===== config.mk =====
export PLATFORM = sky130hd
export DESIGN_NAME = fbuf_handoff_ctrl
export DESIGN_NICKNAME = d
export VERILOG_FILES = /design/src/rtl/fbh_pkg.sv /design/src/rtl/fbh_bank_decode.sv /design/src/rtl/fbh_frame_fsm.sv /design/src/rtl/fbuf_handoff_ctrl.sv
export SDC_FILE = /design/constraint.sdc
export NUM_CORES = 1
export LEC_CHECK = 0
export ABC_AREA = 1
export BUFFER_PORTS_ARGS = -buffer_cell sky130_fd_sc_hd__buf_2
export CAP_MARGIN = 20
export CORE_MARGIN = 1.5
export CORE_UTILIZATION = 45
export CTS_CLUSTER_DIAMETER = 200
export CTS_CLUSTER_SIZE = 12
export DETAILED_ROUTE_END_ITERATION = 16
export PLACE_DENSITY = 0.88
export SLEW_MARGIN = 20
export SYNTH_ARGS = -nofsm -noshare
export SYNTH_HDL_FRONTEND = slang
export SYNTH_SLANG_ARGS = --single-unit

===== constraint.sdc =====
create_clock -name clk -period 2.85 [get_ports clk]
set_input_delay 0.1425 -clock clk [delete_from_list [all_inputs] [get_ports clk]]
set_output_delay 0.1425 -clock clk [all_outputs]
set_load 0.01 [all_outputs]

===== src/rtl/fbh_pkg.sv =====
package fbh_pkg;
  typedef enum logic {
    OWN_PRODUCER = 1'b0,
    OWN_HOST     = 1'b1
  } fbh_owner_e;

  function automatic int unsigned sel_width(input int unsigned banks);
    return (banks > 1) ? $clog2(banks) : 1;
  endfunction
endpackage


===== src/rtl/fbh_bank_decode.sv =====
module fbh_bank_decode #(
  parameter int unsigned BANK_AW   = 15,
  parameter int unsigned NUM_BANKS = 3,
  parameter int unsigned SEL_W     = fbh_pkg::sel_width(NUM_BANKS),
  parameter int unsigned ADDR_W    = BANK_AW + SEL_W
) (
  input  logic                 en,
  input  logic [ADDR_W-1:0]    lin_addr,
  output logic [NUM_BANKS-1:0] cs,
  output logic                 we,
  output logic [BANK_AW-1:0]   word_addr
);
  logic [SEL_W-1:0] sel;

  assign sel       = lin_addr[ADDR_W-1:BANK_AW];
  assign word_addr = lin_addr[BANK_AW-1:0];

  for (genvar g = 0; g < NUM_BANKS; g++) begin : g_cs
    assign cs[g] = en && (sel == SEL_W'(g));
  end

  assign we = |cs;

  always_comb begin
    assert ($onehot0(cs)) else $error("AST_CS_ONEHOT");
  end
endmodule


===== src/rtl/fbh_frame_fsm.sv =====
module fbh_frame_fsm #(
  parameter int unsigned FRAME_WORDS = 76800,
  parameter int unsigned CNT_W       = $clog2(FRAME_WORDS + 1)
) (
  input  logic clk,
  input  logic rst_n,
  input  logic wr_valid,
  input  logic host_ack,
  input  logic ovr_clr,
  output logic wr_fire,
  output logic prod_own,
  output logic host_irq,
  output logic overrun
);
  import fbh_pkg::*;

  localparam logic [CNT_W-1:0] LAST = CNT_W'(FRAME_WORDS - 1);

  fbh_owner_e       owner_q;
  logic [CNT_W-1:0] cnt_q;
  logic             drop;

  assign prod_own = (owner_q == OWN_PRODUCER);
  assign host_irq = (owner_q == OWN_HOST);
  assign wr_fire  = wr_valid && prod_own;
  assign drop     = wr_valid && !prod_own;

  always_ff @(posedge clk or negedge rst_n) begin
    if (!rst_n) begin
      owner_q <= OWN_PRODUCER;
      cnt_q   <= '0;
    end else begin
      unique case (owner_q)
        OWN_PRODUCER: begin
          if (wr_fire) begin
            if (cnt_q == LAST) owner_q <= OWN_HOST;
            cnt_q <= cnt_q + 1'b1;
          end
        end
        OWN_HOST: begin
          if (host_ack) begin
            owner_q <= OWN_PRODUCER;
            cnt_q   <= '0;
          end
        end
        default: owner_q <= OWN_PRODUCER;
      endcase
    end
  end

  always_ff @(posedge clk or negedge rst_n) begin
    if (!rst_n)       overrun <= 1'b0;
    else if (drop)    overrun <= 1'b1;
    else if (ovr_clr) overrun <= 1'b0;
  end

  AST_IRQ_HOLD: assert property (@(posedge clk) disable iff (!rst_n)
    host_irq && !host_ack |=> host_irq) else $error("AST_IRQ_HOLD");
  AST_ACK_RELEASE: assert property (@(posedge clk) disable iff (!rst_n)
    host_irq && host_ack |=> prod_own && !host_irq) else $error("AST_ACK_RELEASE");
  AST_IRQ_AFTER_WRITE: assert property (@(posedge clk) disable iff (!rst_n)
    $rose(host_irq) |-> $past(wr_fire)) else $error("AST_IRQ_AFTER_WRITE");
  AST_OVR_STICKY: assert property (@(posedge clk) disable iff (!rst_n)
    overrun && !ovr_clr |=> overrun) else $error("AST_OVR_STICKY");
  AST_DROP_SETS_OVR: assert property (@(posedge clk) disable iff (!rst_n)
    wr_valid && host_irq |=> overrun) else $error("AST_DROP_SETS_OVR");
endmodule


===== src/rtl/fbuf_handoff_ctrl.sv =====
module fbuf_handoff_ctrl #(
  parameter int unsigned BANK_AW     = 15,
  parameter int unsigned NUM_BANKS   = 3,
  parameter int unsigned DATA_W      = 16,
  parameter int unsigned FRAME_WORDS = 76800,
  parameter int unsigned SEL_W       = fbh_pkg::sel_width(NUM_BANKS),
  parameter int unsigned ADDR_W      = BANK_AW + SEL_W
) (
  input  logic                 clk,
  input  logic                 rst_n,
  input  logic                 wr_valid,
  output logic                 wr_ready,
  input  logic [ADDR_W-1:0]    wr_addr,
  input  logic [DATA_W-1:0]    wr_data,
  output logic [NUM_BANKS-1:0] bank_cs,
  output logic                 bank_we,
  output logic [BANK_AW-1:0]   bank_addr,
  output logic [DATA_W-1:0]    bank_wdata,
  output logic                 host_irq,
  input  logic                 host_ack,
  input  logic                 ovr_clr,
  output logic                 overrun,
  output logic                 prod_own
);
  logic wr_fire;

  fbh_frame_fsm #(.FRAME_WORDS(FRAME_WORDS)) u_fsm (
    .clk      (clk),
    .rst_n    (rst_n),
    .wr_valid (wr_valid),
    .host_ack (host_ack),
    .ovr_clr  (ovr_clr),
    .wr_fire  (wr_fire),
    .prod_own (prod_own),
    .host_irq (host_irq),
    .overrun  (overrun)
  );

  fbh_bank_decode #(.BANK_AW(BANK_AW), .NUM_BANKS(NUM_BANKS)) u_dec (
    .en        (wr_fire),
    .lin_addr  (wr_addr),
    .cs        (bank_cs),
    .we        (bank_we),
    .word_addr (bank_addr)
  );

  assign wr_ready   = prod_own;
  assign bank_wdata = wr_data;

  AST_HOST_NO_CS: assert property (@(posedge clk) disable iff (!rst_n)
    host_irq |-> (bank_cs == '0) && !bank_we) else $error("AST_HOST_NO_CS");
  AST_ILLEGAL_BANK: assert property (@(posedge clk) disable iff (!rst_n)
    (wr_addr[ADDR_W-1:BANK_AW] >= SEL_W'(NUM_BANKS)) |-> (bank_cs == '0)) else $error("AST_ILLEGAL_BANK");
  AST_OWN_EXCL: assert property (@(posedge clk) disable iff (!rst_n)
    prod_own != host_irq) else $error("AST_OWN_EXCL");
endmodule


==> run summary <==
status = finished with violations
failing checks = DRC
area of the core = 0.00281 sq mm
Placer Congestion = 0.861
CP cell instances = inv_2 -> nand2_2 -> nor3_1 -> buf_2
most common cell in the netlist = nand2_1
share of cells above drive strength 1 = 15.7%
Synth Register Bits = 19
htree depth = 1
Layout area overhead = -7.81%
design area = 0.00126 sq mm
simple logic cell fraction of the synthesized area = 33.1%
Place WS = 1.49 ns
register area share after synthesis = 34.9%
fin util = 44.8%
Arr. time, crit path = 1.32 ns
Final nets = 218
Post CTS Setup Buffer Count = 0
IO Pins = 77
Least-Margin Pin Slew = 0.423 ns
post-route insts no fill = 209
fin. max-slew vios = 0
buffers added on ports = 14
critical path startpoint category = register
Synth area leaders = dfrtp_1 (35%), buf_4 (18%), nand2_1 (14%), nor2_1 (6.3%), inv_1 (5.5%)
First-pass DRT Iterations = 13
final-report hold violation count = 0
Post-Route Skew = 0.00575 ns
Post-Synth Adder-Cell Area = 0.918%
clk buf depth = 2
Tcrit/Tclk final = 51.2%
Power Total = 0.539 mW
first-pass GRT wire length = 4260 microns
max_slew headroom = 71.8%
crit-path max FO = 11
largest net degree at the start of global routing = 20
CTS tree = yes
top cell type by total area after synthesis = dfrtp_1
setup repair after global routing missed its margin = no
post-synthesis cell count = 192
Worst EP required = 2.71 ns
Sum Neg Setup Slack = 0 ns
total gr overflow = 0
clk root buf = clkbuf_4
Cell Rows = 19
final setup margin = 1.39 ns
Max VDD drop = 0.185 mV
hold path cells = 2
total CTS buffers = 3
initial antenna violation count = 0
worst hold slack = 0.0237 ns
syn_nets = 231
Vias = 1079
Routed Antenna Nets = 0
MaxCap Viol Count = 0
Total GRT Usage = 16.5%
DRT iter0 DRCs = 25
Synth top area share = 34.9%
critical path type = register to output pin
LEAKAGE = 0.647 nW
slowest cell delay on critical path = 0.43 ns
crit end category = output pin
Chip Height = 58.0 microns
Fmax = 685 MHz
post-synthesis mux area share = 0%
Most used DFF post-synth = dfrtp_1
Synth Area in Compound Gates = 6.24%
Area after DPL = 0.00122 sq mm
Synth Warn # = 0
Clock Sinks = 19
endpoints failing setup = 0
Avg Inst Size Synth = 7.10 sq um
XOR/XNOR Fraction of Synth Area = 0%
DP Cell Count = 204
Ant. Diodes = 0
Synth Cell Area = 0.00136 sq mm
starting density of the core = 48.6%
Period minus WS final = 1.46 ns
Clock transition at path regs = 0.11 ns
Die Area = 0.00337 sq mm
Clock Latency Late Sink = 0.31 ns
vias in the first global route = 1011
Critical Path Slowest Stage Cell = dfrtp_1
pwr dens = 429 mW/mm^2
Post-synth EDFFs = 0
Fill cells = 295
Synth cell types = 23
Via density = 5.16
largest family of logic cells by synthesized area = simple AND/OR/NAND/NOR gates
DIE WIDTH = 58.0 microns
R2R depth = 8
Hold WC Path Type = input port to register
Final HPWL DP = 1880 microns
Routed wire per std cell = 11.7 microns
final WL = 2440 microns
post-synthesis async set-or-reset flop share = 100%
DRC violations left = 1
Post-synth top cells = nand2_1 (50), buf_4 (32), nor2_1 (23), inv_1 (20), dfrtp_1 (19)
-- routing by layer --
| metal | up-vias | GRT usage (%) | routed length, microns |
|---|---|---|---|
| met2 | 31 | 26.0 | 1140 |
| met5 | - | 0 | 0 |
| met1 | 502 | 20.8 | 1130 |
| met4 | 0 | 10.6 | 46 |
| li1 | 540 | - | - |
| met3 | 6 | 3.13 | 129 |
-- worst max-delay path: cells and delay by family (launching register included) --
kind                   cells  cell delay [ns]
buffers and inverters      2             0.26
DFF                        1             0.43
and+or+nand+nor            2             0.33
-- worst paths after layout --
path | slack (ns) | from | endpoint
hold reg to reg | 0.53 | u_fsm.cnt_q[8] | u_fsm.cnt_q[8]
setup / recovery | 1.39 | u_fsm.host_irq | bank_cs[0]
max in group asynchronous | 2.26 | rst_n | u_fsm.cnt_q[12]
setup reg to reg | 1.50 | u_fsm.host_irq | u_fsm.cnt_q[16]
min in group asynchronous | 0.29 | rst_n | u_fsm.cnt_q[5]
hold / removal | 0.02 | ovr_clr | u_fsm.overrun
-- placed cells by master (no fill, tap or decap), drive strengths merged --
cell type     n
nand3b        1
nor3b         1
a31oi         1
dfrtp        19
inv          23
a22o          1
nand3        11
ha            1
buf          14
o21ai         9
nand4         4
dlygate4sd3   1
nand2        52
o22ai         1
clkbuf        4
nor3          4
a2bb2oi       1
nor2         28
a21oi         2
-- logic make-up after synthesis --
logic type / Yosys count
buffers and inverters: 56
and+or+nand+nor: 101
adders and majority gates: 1
AOI/OAI and AO/OA: 15
DFF: 19
-- final cells by class --
cell class	instances	area, sq um	area share (%)
clock buffers	4	26.3	2.09
inverters	23	86.3	6.87
multi-input cells	117	549	43.7
flip-flops and latches	19	475	37.8
well taps	31	38.8	3.09
repair buffers	15	80.1	6.37
-- registers in the layout, indices dropped and copies added, names as in the netlist --
| name | count |
|---|---|
| u_fsm.overrun | 1 |
| u_fsm.host_irq | 1 |
| u_fsm.cnt_q | 17 |
-- what timing repair did --
item,CTS,global route
hold endpoints to repair,19,0
resized for setup,0,0
hold buffers,1,0
-- power breakdown --
group | leakage, nW | total [mW] | switching (mW) | internal (mW)
clock | 0.0150 | 0.139 | 0.0845 | 0.0547
combinational | 0.401 | 0.0823 | 0.0485 | 0.0338
sequential | 0.231 | 0.317 | 0.0238 | 0.293
total | 0.647 | 0.539 | 0.157 | 0.382
(Power assumes the default switching activity.)
